`src/rtl/fdr_pkg.sv`:
```
package fdr_pkg;

  // Threshold test on fill levels; kept here so the bench restates it on its own.
  function automatic logic lvl_at_least(input int lvl, input int thr);
    return lvl >= thr;
  endfunction

  // Free entries left in a FIFO of the given depth.
  function automatic int free_slots(input int depth, input int lvl);
    return (lvl >= depth) ? 0 : depth - lvl;
  endfunction

  // Next value of a down counter with load priority and clamping at zero.
  function automatic int next_count(input int cur, input int len, input logic load, input int dec);
    if (load) return len;
    return (cur > dec) ? cur - dec : 0;
  endfunction

endpackage

```
`src/rtl/fdr_burst_counter.sv`:
```
module fdr_burst_counter #(
  parameter int LEN_W = 8
) (
  input  logic             clk,
  input  logic             rst,
  input  logic             load,
  input  logic [LEN_W-1:0] len,
  input  logic             dec_rx,
  input  logic             dec_tx,
  output logic [LEN_W-1:0] cnt_q,
  output logic             live
);
  import fdr_pkg::*;

  logic [LEN_W-1:0] cnt_d;
  int               dec_n;

  always_comb begin
    dec_n = int'(dec_rx) + int'(dec_tx);
    cnt_d = LEN_W'(next_count(int'(cnt_q), int'(len), load, dec_n));
  end

  // Gate on the next value so requests fall on the same edge the count empties.
  assign live = (cnt_d != '0);

  always_ff @(posedge clk) begin
    if (rst) cnt_q <= '0;
    else     cnt_q <= cnt_d;
  end

  p_load_r1: assert property (@(posedge clk) disable iff (rst)
    load |=> cnt_q == $past(len));

  p_no_rise_r1: assert property (@(posedge clk) disable iff (rst)
    !load |=> cnt_q <= $past(cnt_q));

endmodule

```
`src/rtl/fdr_master_req.sv`:
```
module fdr_master_req #(
  parameter int LVL_W     = 4,
  parameter int DEPTH     = 8,
  parameter int RX_THR    = 4,
  parameter int TX_THR    = 4
) (
  input  logic             clk,
  input  logic             rst,
  input  logic             dma_en,
  input  logic             rx_en,
  input  logic             tx_en,
  input  logic             rx_own,
  input  logic             tx_own,
  input  logic             live,
  input  logic [LVL_W-1:0] rx_lvl,
  input  logic [LVL_W-1:0] tx_lvl,
  output logic             sreq_q,
  output logic             breq_q
);
  import fdr_pkg::*;

  logic rx_ok, tx_ok;
  logic rx_s, rx_b, tx_s, tx_b;

  always_comb begin
    rx_ok = dma_en && rx_en && rx_own && live;
    tx_ok = dma_en && tx_en && tx_own && live;
    rx_s  = rx_ok && lvl_at_least(int'(rx_lvl), 1);
    rx_b  = rx_ok && lvl_at_least(int'(rx_lvl), RX_THR);
    tx_s  = tx_ok && (free_slots(DEPTH, int'(tx_lvl)) > 0);
    tx_b  = tx_ok && lvl_at_least(free_slots(DEPTH, int'(tx_lvl)), TX_THR);
  end

  always_ff @(posedge clk) begin
    if (rst) begin
      sreq_q <= 1'b0;
      breq_q <= 1'b0;
    end else begin
      sreq_q <= rx_s || tx_s;
      breq_q <= rx_b || tx_b;
    end
  end

  p_rx_thr_r4: assert property (@(posedge clk) disable iff (rst)
    (breq_q && !$past(tx_en && tx_own)) |-> int'($past(rx_lvl)) >= RX_THR);

  p_dead_r2: assert property (@(posedge clk) disable iff (rst)
    !$past(live) |-> (!sreq_q && !breq_q));

endmodule

```
`src/rtl/fdr_slave_req.sv`:
```
module fdr_slave_req #(
  parameter int LVL_W = 4
) (
  input  logic             clk,
  input  logic             rst,
  input  logic             dma_en,
  input  logic             rx_en,
  input  logic             tx_en,
  input  logic             rx_own,
  input  logic             tx_own,
  input  logic             byte_req,
  input  logic             tx_push,
  input  logic [LVL_W-1:0] rx_lvl,
  input  logic [LVL_W-1:0] tx_lvl,
  input  logic [LVL_W-1:0] rx_trig,
  input  logic [LVL_W-1:0] tx_trig,
  output logic             sreq_q,
  output logic             breq_q
);
  import fdr_pkg::*;

  logic rx_ok, tx_ok, pend_q, pend_d;
  logic rx_s, rx_b, tx_s, tx_b;

  always_comb begin
    rx_ok  = dma_en && rx_en && rx_own;
    tx_ok  = dma_en && tx_en && tx_own;
    pend_d = tx_ok && (byte_req || (pend_q && !tx_push));
    tx_s   = pend_d;
    tx_b   = tx_ok && (tx_lvl < tx_trig);
    rx_s   = rx_ok && lvl_at_least(int'(rx_lvl), 1);
    rx_b   = rx_ok && (rx_lvl > rx_trig);
  end

  always_ff @(posedge clk) begin
    if (rst) begin
      pend_q <= 1'b0;
      sreq_q <= 1'b0;
      breq_q <= 1'b0;
    end else begin
      pend_q <= pend_d;
      sreq_q <= rx_s || tx_s;
      breq_q <= rx_b || tx_b;
    end
  end

  p_rx_trig_r9: assert property (@(posedge clk) disable iff (rst)
    (breq_q && !$past(tx_en && tx_own)) |-> $past(rx_lvl) > $past(rx_trig));

  p_pend_src_r6: assert property (@(posedge clk) disable iff (rst)
    $rose(pend_q) |-> $past(byte_req));

endmodule

```
`src/rtl/fifo_dma_req_gen.sv`:
```
module fifo_dma_req_gen #(
  parameter int FIFO_DEPTH = 8,
  parameter int LEN_W      = 8,
  parameter int MRX_THR    = 4,
  parameter int MTX_THR    = 4,
  localparam int LVL_W     = $clog2(FIFO_DEPTH + 1)
) (
  input  logic             clk,
  input  logic             rst,
  input  logic             dma_en,
  input  logic             m_tx_en,
  input  logic             m_rx_en,
  input  logic             s_tx_en,
  input  logic             s_rx_en,
  input  logic             tx_to_slave,
  input  logic             rx_to_slave,
  input  logic [LEN_W-1:0] burst_len,
  input  logic             burst_go,
  input  logic [LVL_W-1:0] tx_lvl,
  input  logic [LVL_W-1:0] rx_lvl,
  input  logic [LVL_W-1:0] tx_trig,
  input  logic [LVL_W-1:0] rx_trig,
  input  logic             s_byte_req,
  input  logic             tx_push,
  input  logic             rx_pop,
  output logic             dma_sreq,
  output logic             dma_breq,
  output logic [LEN_W-1:0] burst_left
);

  logic live;
  logic m_sreq, m_breq, s_sreq, s_breq;
  logic m_rx_move, m_tx_move;

  assign m_rx_move = rx_pop  && !rx_to_slave;
  assign m_tx_move = tx_push && !tx_to_slave;

  fdr_burst_counter #(.LEN_W(LEN_W)) u_cnt (
    .clk(clk), .rst(rst), .load(burst_go), .len(burst_len),
    .dec_rx(m_rx_move), .dec_tx(m_tx_move),
    .cnt_q(burst_left), .live(live)
  );

  fdr_master_req #(.LVL_W(LVL_W), .DEPTH(FIFO_DEPTH), .RX_THR(MRX_THR), .TX_THR(MTX_THR)) u_mst (
    .clk(clk), .rst(rst), .dma_en(dma_en), .rx_en(m_rx_en), .tx_en(m_tx_en),
    .rx_own(!rx_to_slave), .tx_own(!tx_to_slave), .live(live),
    .rx_lvl(rx_lvl), .tx_lvl(tx_lvl), .sreq_q(m_sreq), .breq_q(m_breq)
  );

  fdr_slave_req #(.LVL_W(LVL_W)) u_slv (
    .clk(clk), .rst(rst), .dma_en(dma_en), .rx_en(s_rx_en), .tx_en(s_tx_en),
    .rx_own(rx_to_slave), .tx_own(tx_to_slave), .byte_req(s_byte_req),
    .tx_push(tx_push), .rx_lvl(rx_lvl), .tx_lvl(tx_lvl),
    .rx_trig(rx_trig), .tx_trig(tx_trig), .sreq_q(s_sreq), .breq_q(s_breq)
  );

  assign dma_sreq = m_sreq || s_sreq;
  assign dma_breq = m_breq || s_breq;

  p_zero_quiet_r2: assert property (@(posedge clk) disable iff (rst)
    (burst_left == '0) |-> (!m_sreq && !m_breq));

  p_dma_off_r10: assert property (@(posedge clk) disable iff (rst)
    !dma_en |=> (!dma_sreq && !dma_breq));

  p_reset_r13: assert property (@(posedge clk)
    rst |=> (!dma_sreq && !dma_breq && burst_left == '0));

endmodule

```
`config.mk`:
```
export PLATFORM = sky130hd
export DESIGN_NAME = fifo_dma_req_gen
export DESIGN_NICKNAME = d
export VERILOG_FILES = /design/src/rtl/fdr_pkg.sv /design/src/rtl/fdr_burst_counter.sv /design/src/rtl/fdr_master_req.sv /design/src/rtl/fdr_slave_req.sv /design/src/rtl/fifo_dma_req_gen.sv
export SDC_FILE = /design/constraint.sdc
export NUM_CORES = 1
export LEC_CHECK = 0
export ABC_AREA = 1
export CAP_MARGIN = 20
export CORE_MARGIN = 8
export CORE_UTILIZATION = 40
export CTS_BUF_LIST = sky130_fd_sc_hd__clkbuf_8
export CTS_CLUSTER_DIAMETER = 80
export DETAILED_ROUTE_END_ITERATION = 10
export PLACE_DENSITY = 0.89
export SYNTH_ARGS = -nofsm -noshare
export SYNTH_HDL_FRONTEND = slang
export SYNTH_HIERARCHICAL = 1
export SYNTH_SLANG_ARGS = --single-unit
```
`constraint.sdc`:
```
create_clock -name clk -period 2.5 [get_ports clk]
set_clock_uncertainty 0.05 [all_clocks]
set_input_delay 0.375 -clock clk [delete_from_list [all_inputs] [get_ports clk]]
set_output_delay 0.375 -clock clk [all_outputs]
set_load 0.01 [all_outputs]
```
==> results list, run 1 <==
* Leak: 0.983 nW
- TritonCTS built the clock tree.
- Worst hold-check slack: 579 ps
- Data on the critical path arrives at its endpoint at 2540 ps.
- In the post-synthesis netlist, the biggest area contributors are dfxtp_1, nand2_1, inv_1, ha_1, nor2_1.
- Worst-Margin Slew: 486 ps
- Layout-stage area growth over the synthesis result: 67.7%
- Critical path capture point: u_mst/sreq_q
* Area of the mapped netlist: 1160 sq um
- In this run the power density over the cells is 434 nW/um^2.
- Post-Place Cell Area: 1750 sq um
- Wire length of the first global-routing pass: 5.29 mm
- Internal reg-to-reg setup slack: 210 ps
* # clock sinks: 13
- The via count of the first global-routing pass was 1,269.
* Antenna cells: 0
* Count of distinct cell types in the synthesized netlist: 27
- Detailed placement ended at an HPWL of 2.60 mm.
* Clock-pin transition on the worst setup and hold timing paths: 60 ps
* Flops & latches, synth: 13
- The final hold violation count is 0.
- Post-synth EDFFs: 0
* Post-synthesis area per instance: 6.22 sq um
- Run status: finished clean
* Pre-CTS WS: -595 ps
- The share of the Yosys chip area taken by registers is 0.225.
- Row count: 19
- The congestion estimate from routability-driven global placement came to 0.919.
- In this run the worst path has a maximum fanout of 5.
- For this block, the initial DRC count from the detailed router was 65.
- Global-route usage over all layers: 0.127
- Vertical extent of the die: 69.8 um
- In this run the critical register-to-register path is launched from u_cnt/cnt_q[0].
- Setup crit end kind: flop
- Counting cells, the worst reg-to-reg path comes to 18.
* Slew Viols, Final: 0
* Top cells by instance count after synthesis: nand2_1, inv_1, nor2_1
- Fraction of final layout cells sized beyond drive strength 1: 0.247
- Clock tree root buffer cell: clkbuf_8
- For this run, the leading register cell type out of synthesis is dfxtp_1.
- The number of antenna violations at the first check in global routing came to 0.
- For this design, the CTS-stage hold fixing added 0 buffers.
- Synthesis produced a netlist with a net count of 235.
* Deepest level of the CTS H-tree: 1
- In the routed design, unresolved DRC markers number 0.
* Design Area, Final: 1940 sq um
* Max_slew headroom: 0.675
- The first TritonRoute pass finished after 4 iterations.
- Fin worst setup slack: 19.7 ps
- Category of the critical setup timing path: in -> reg
- Die boundary width: 69.8 um
- Clock buffer count from CTS: 3
- Input and output buffers added on the ports amount to 46.
- Max-cap violations in this run came to 0.
- # setup viols final: 0
* Fraction of registers with async set/reset: 0
* Post-route fraction of the period consumed by the critical path: 0.992
- The critical path starts at tx_push.
* Top cell type by total area after synthesis: dfxtp_1
* Destination of the worst register-to-register timing path: u_mst/sreq_q
* Average wire length per cell after detail routing: 12.5 um
* Sort of element at the start of the critical path: primary input
- No sink is reached through more buffers than the 2 on the longest clock path.
* Latest clock arrival within the worst-skew pair: 240 ps
- Effective utilization at floorplan: 0.419
- In this run the standard cell core region covers 2760 sq um.
* Most frequent cell after synthesis: nand2_1
- Total I/O pin count: 47
- CP Data Required Time: 2560 ps
- Synthesis handed over a netlist of 186 instances.
- Number of nets still failing antenna checks after routing: 0
- The final layout contains 301 nets.
- After detailed routing, the number of vias per cell comes to 4.77.
- Global routing finished with a remaining overflow of 0.
- Number of cells on the worst hold path: 4
- Final period demand of the worst path: 2480 ps
- The floorplan step defined a die boundary enclosing 4870 sq um.
- Worst hold-check path type: reg -> reg
* Routed Wire Length: 3.53 mm
* Unrepaired setup endpoints after global routing: yes
- During synthesis, Yosys emitted a total of 6 warnings.
* Yosys top cell area share: 0.225
* Vias: 1,346
- For this run, the top clock speed supported by timing is 403 MHz.
- The worst-case IR drop observed on VDD is 0.361 mV.
- Entering global routing, the biggest net connects 14 pins.
-- cells by family after synthesis --
logic type | after synthesis | share of synthesized area
and+or+nand+nor | 97 | 0.378
xor gates and xnor gates | 3 | 0.0227
DFF | 13 | 0.225
AOI/OAI and AO/OA | 19 | 0.102
adders and majority gates | 12 | 0.136
buffers and inverters | 42 | 0.136
-- cell type report --
cell class	instances	area [sq um]
Multi-Input combinational cell	131	860
Fill cell	204	818
Timing Repair Buffer	63	581
Sequential cell	13	260
Inverter	40	155
Clock buffer	3	41.3
Tap cell	31	38.8
Clock inverter	1	3.75
-- power breakdown --
group          switching (mW)  total (mW)  internal (mW)
Combinational           0.210       0.420          0.210
Clock                  0.0760       0.184          0.108
Sequential             0.0150       0.238          0.223
-- worst max-delay path, stage by stage --
cell	delay [ps]
buf_6	90
inv_2	40
nor2_2	30
ha_1	270
ha_2	160
inv_2	40
fa_2	340
inv_2	80
nand2_2	70
nand2_2	120
nand2_4	90
nand2_4	110
inv_6	50
nand2_4	70
nand2_4	50
nor2_4	130
nand3_2	90
nand2_2	110
nor2_2	60
o21ai_1	70
a21oi_1	80
-- repair_timing --
action | 4_1_cts | 5_1_grt
gates resized for setup | 18 | 32
endpoints found under the setup margin | 2 | 2
pin swaps | 12 | 18
setup buffers | 2 | 2
-- worst min-delay path by stage --
stage                       from           end  slack [ps]
finish              u_slv/pend_q  u_slv/pend_q         580
global route         tx_to_slave  u_slv/breq_q         620
CTS                      tx_push  u_slv/pend_q         550
detailed placement  u_slv/pend_q  u_slv/pend_q         560
global placement    u_slv/pend_q  u_slv/pend_q         540
floorplan                    rst  u_slv/breq_q         390
-- sequential cells by signal, indices dropped and copies added (netlist names) --
name / count
u_slv/breq_q: 1
u_mst/sreq_q: 1
u_cnt/cnt_q: 8
u_slv/sreq_q: 1
u_mst/breq_q: 1
u_slv/pend_q: 1
-- routing by layer --
metal | track usage | vias up | wire length (um)
li1 | - | 690 | -
met1 | 0.136 | 592 | 1430
met2 | 0.212 | 56 | 1670
met3 | 0.0501 | 8 | 316
met4 | 0.0603 | 0 | 117
met5 | 0 | - | 0
-- metrics by stage --
step,TNS [ps],cells,util,total power [mW]
final,0,282,0.703,0.842
after global routing,-216,282,0.703,0.898
after CTS,0,280,0.657,0.777
after detailed placement,-2100,274,0.633,0.579
after global placement,-1440,274,0.633,0.570
after floorplan,0,186,-,0.417
-- layout by cell type (no fill, tap or decap), types with 7 or more instances in the layout --
cell / n
buf_4: 17
a21oi_1: 9
inv_1: 36
clkdlybuf4s50_1: 42
nor2_1: 16
ha_1: 10
nand3_1: 7
nand2_4: 8
nand2_1: 45
nor2_2: 7
dfxtp_1: 13
Note: power is estimated with default switching activity, not from simulation.
==> run 2, diff against run 1 <==
==> constraint.sdc (replaced) <==
create_clock -name clk -period 2.5 [get_ports clk]
set_clock_uncertainty 0.05 [all_clocks]
set_input_delay 0.375 -clock clk [delete_from_list [all_inputs] [get_ports clk]]
set_output_delay 0.375 -clock clk [all_outputs]
set_load 0.005 [all_outputs]
==> results of run 2 <==
Same layout as run 1 (identical final DEF). Status: finished clean.
Among the figures that moved: total power 0.842 mW -> 0.837 mW; worst IR drop on VDD 0.361 mV -> 0.358 mV
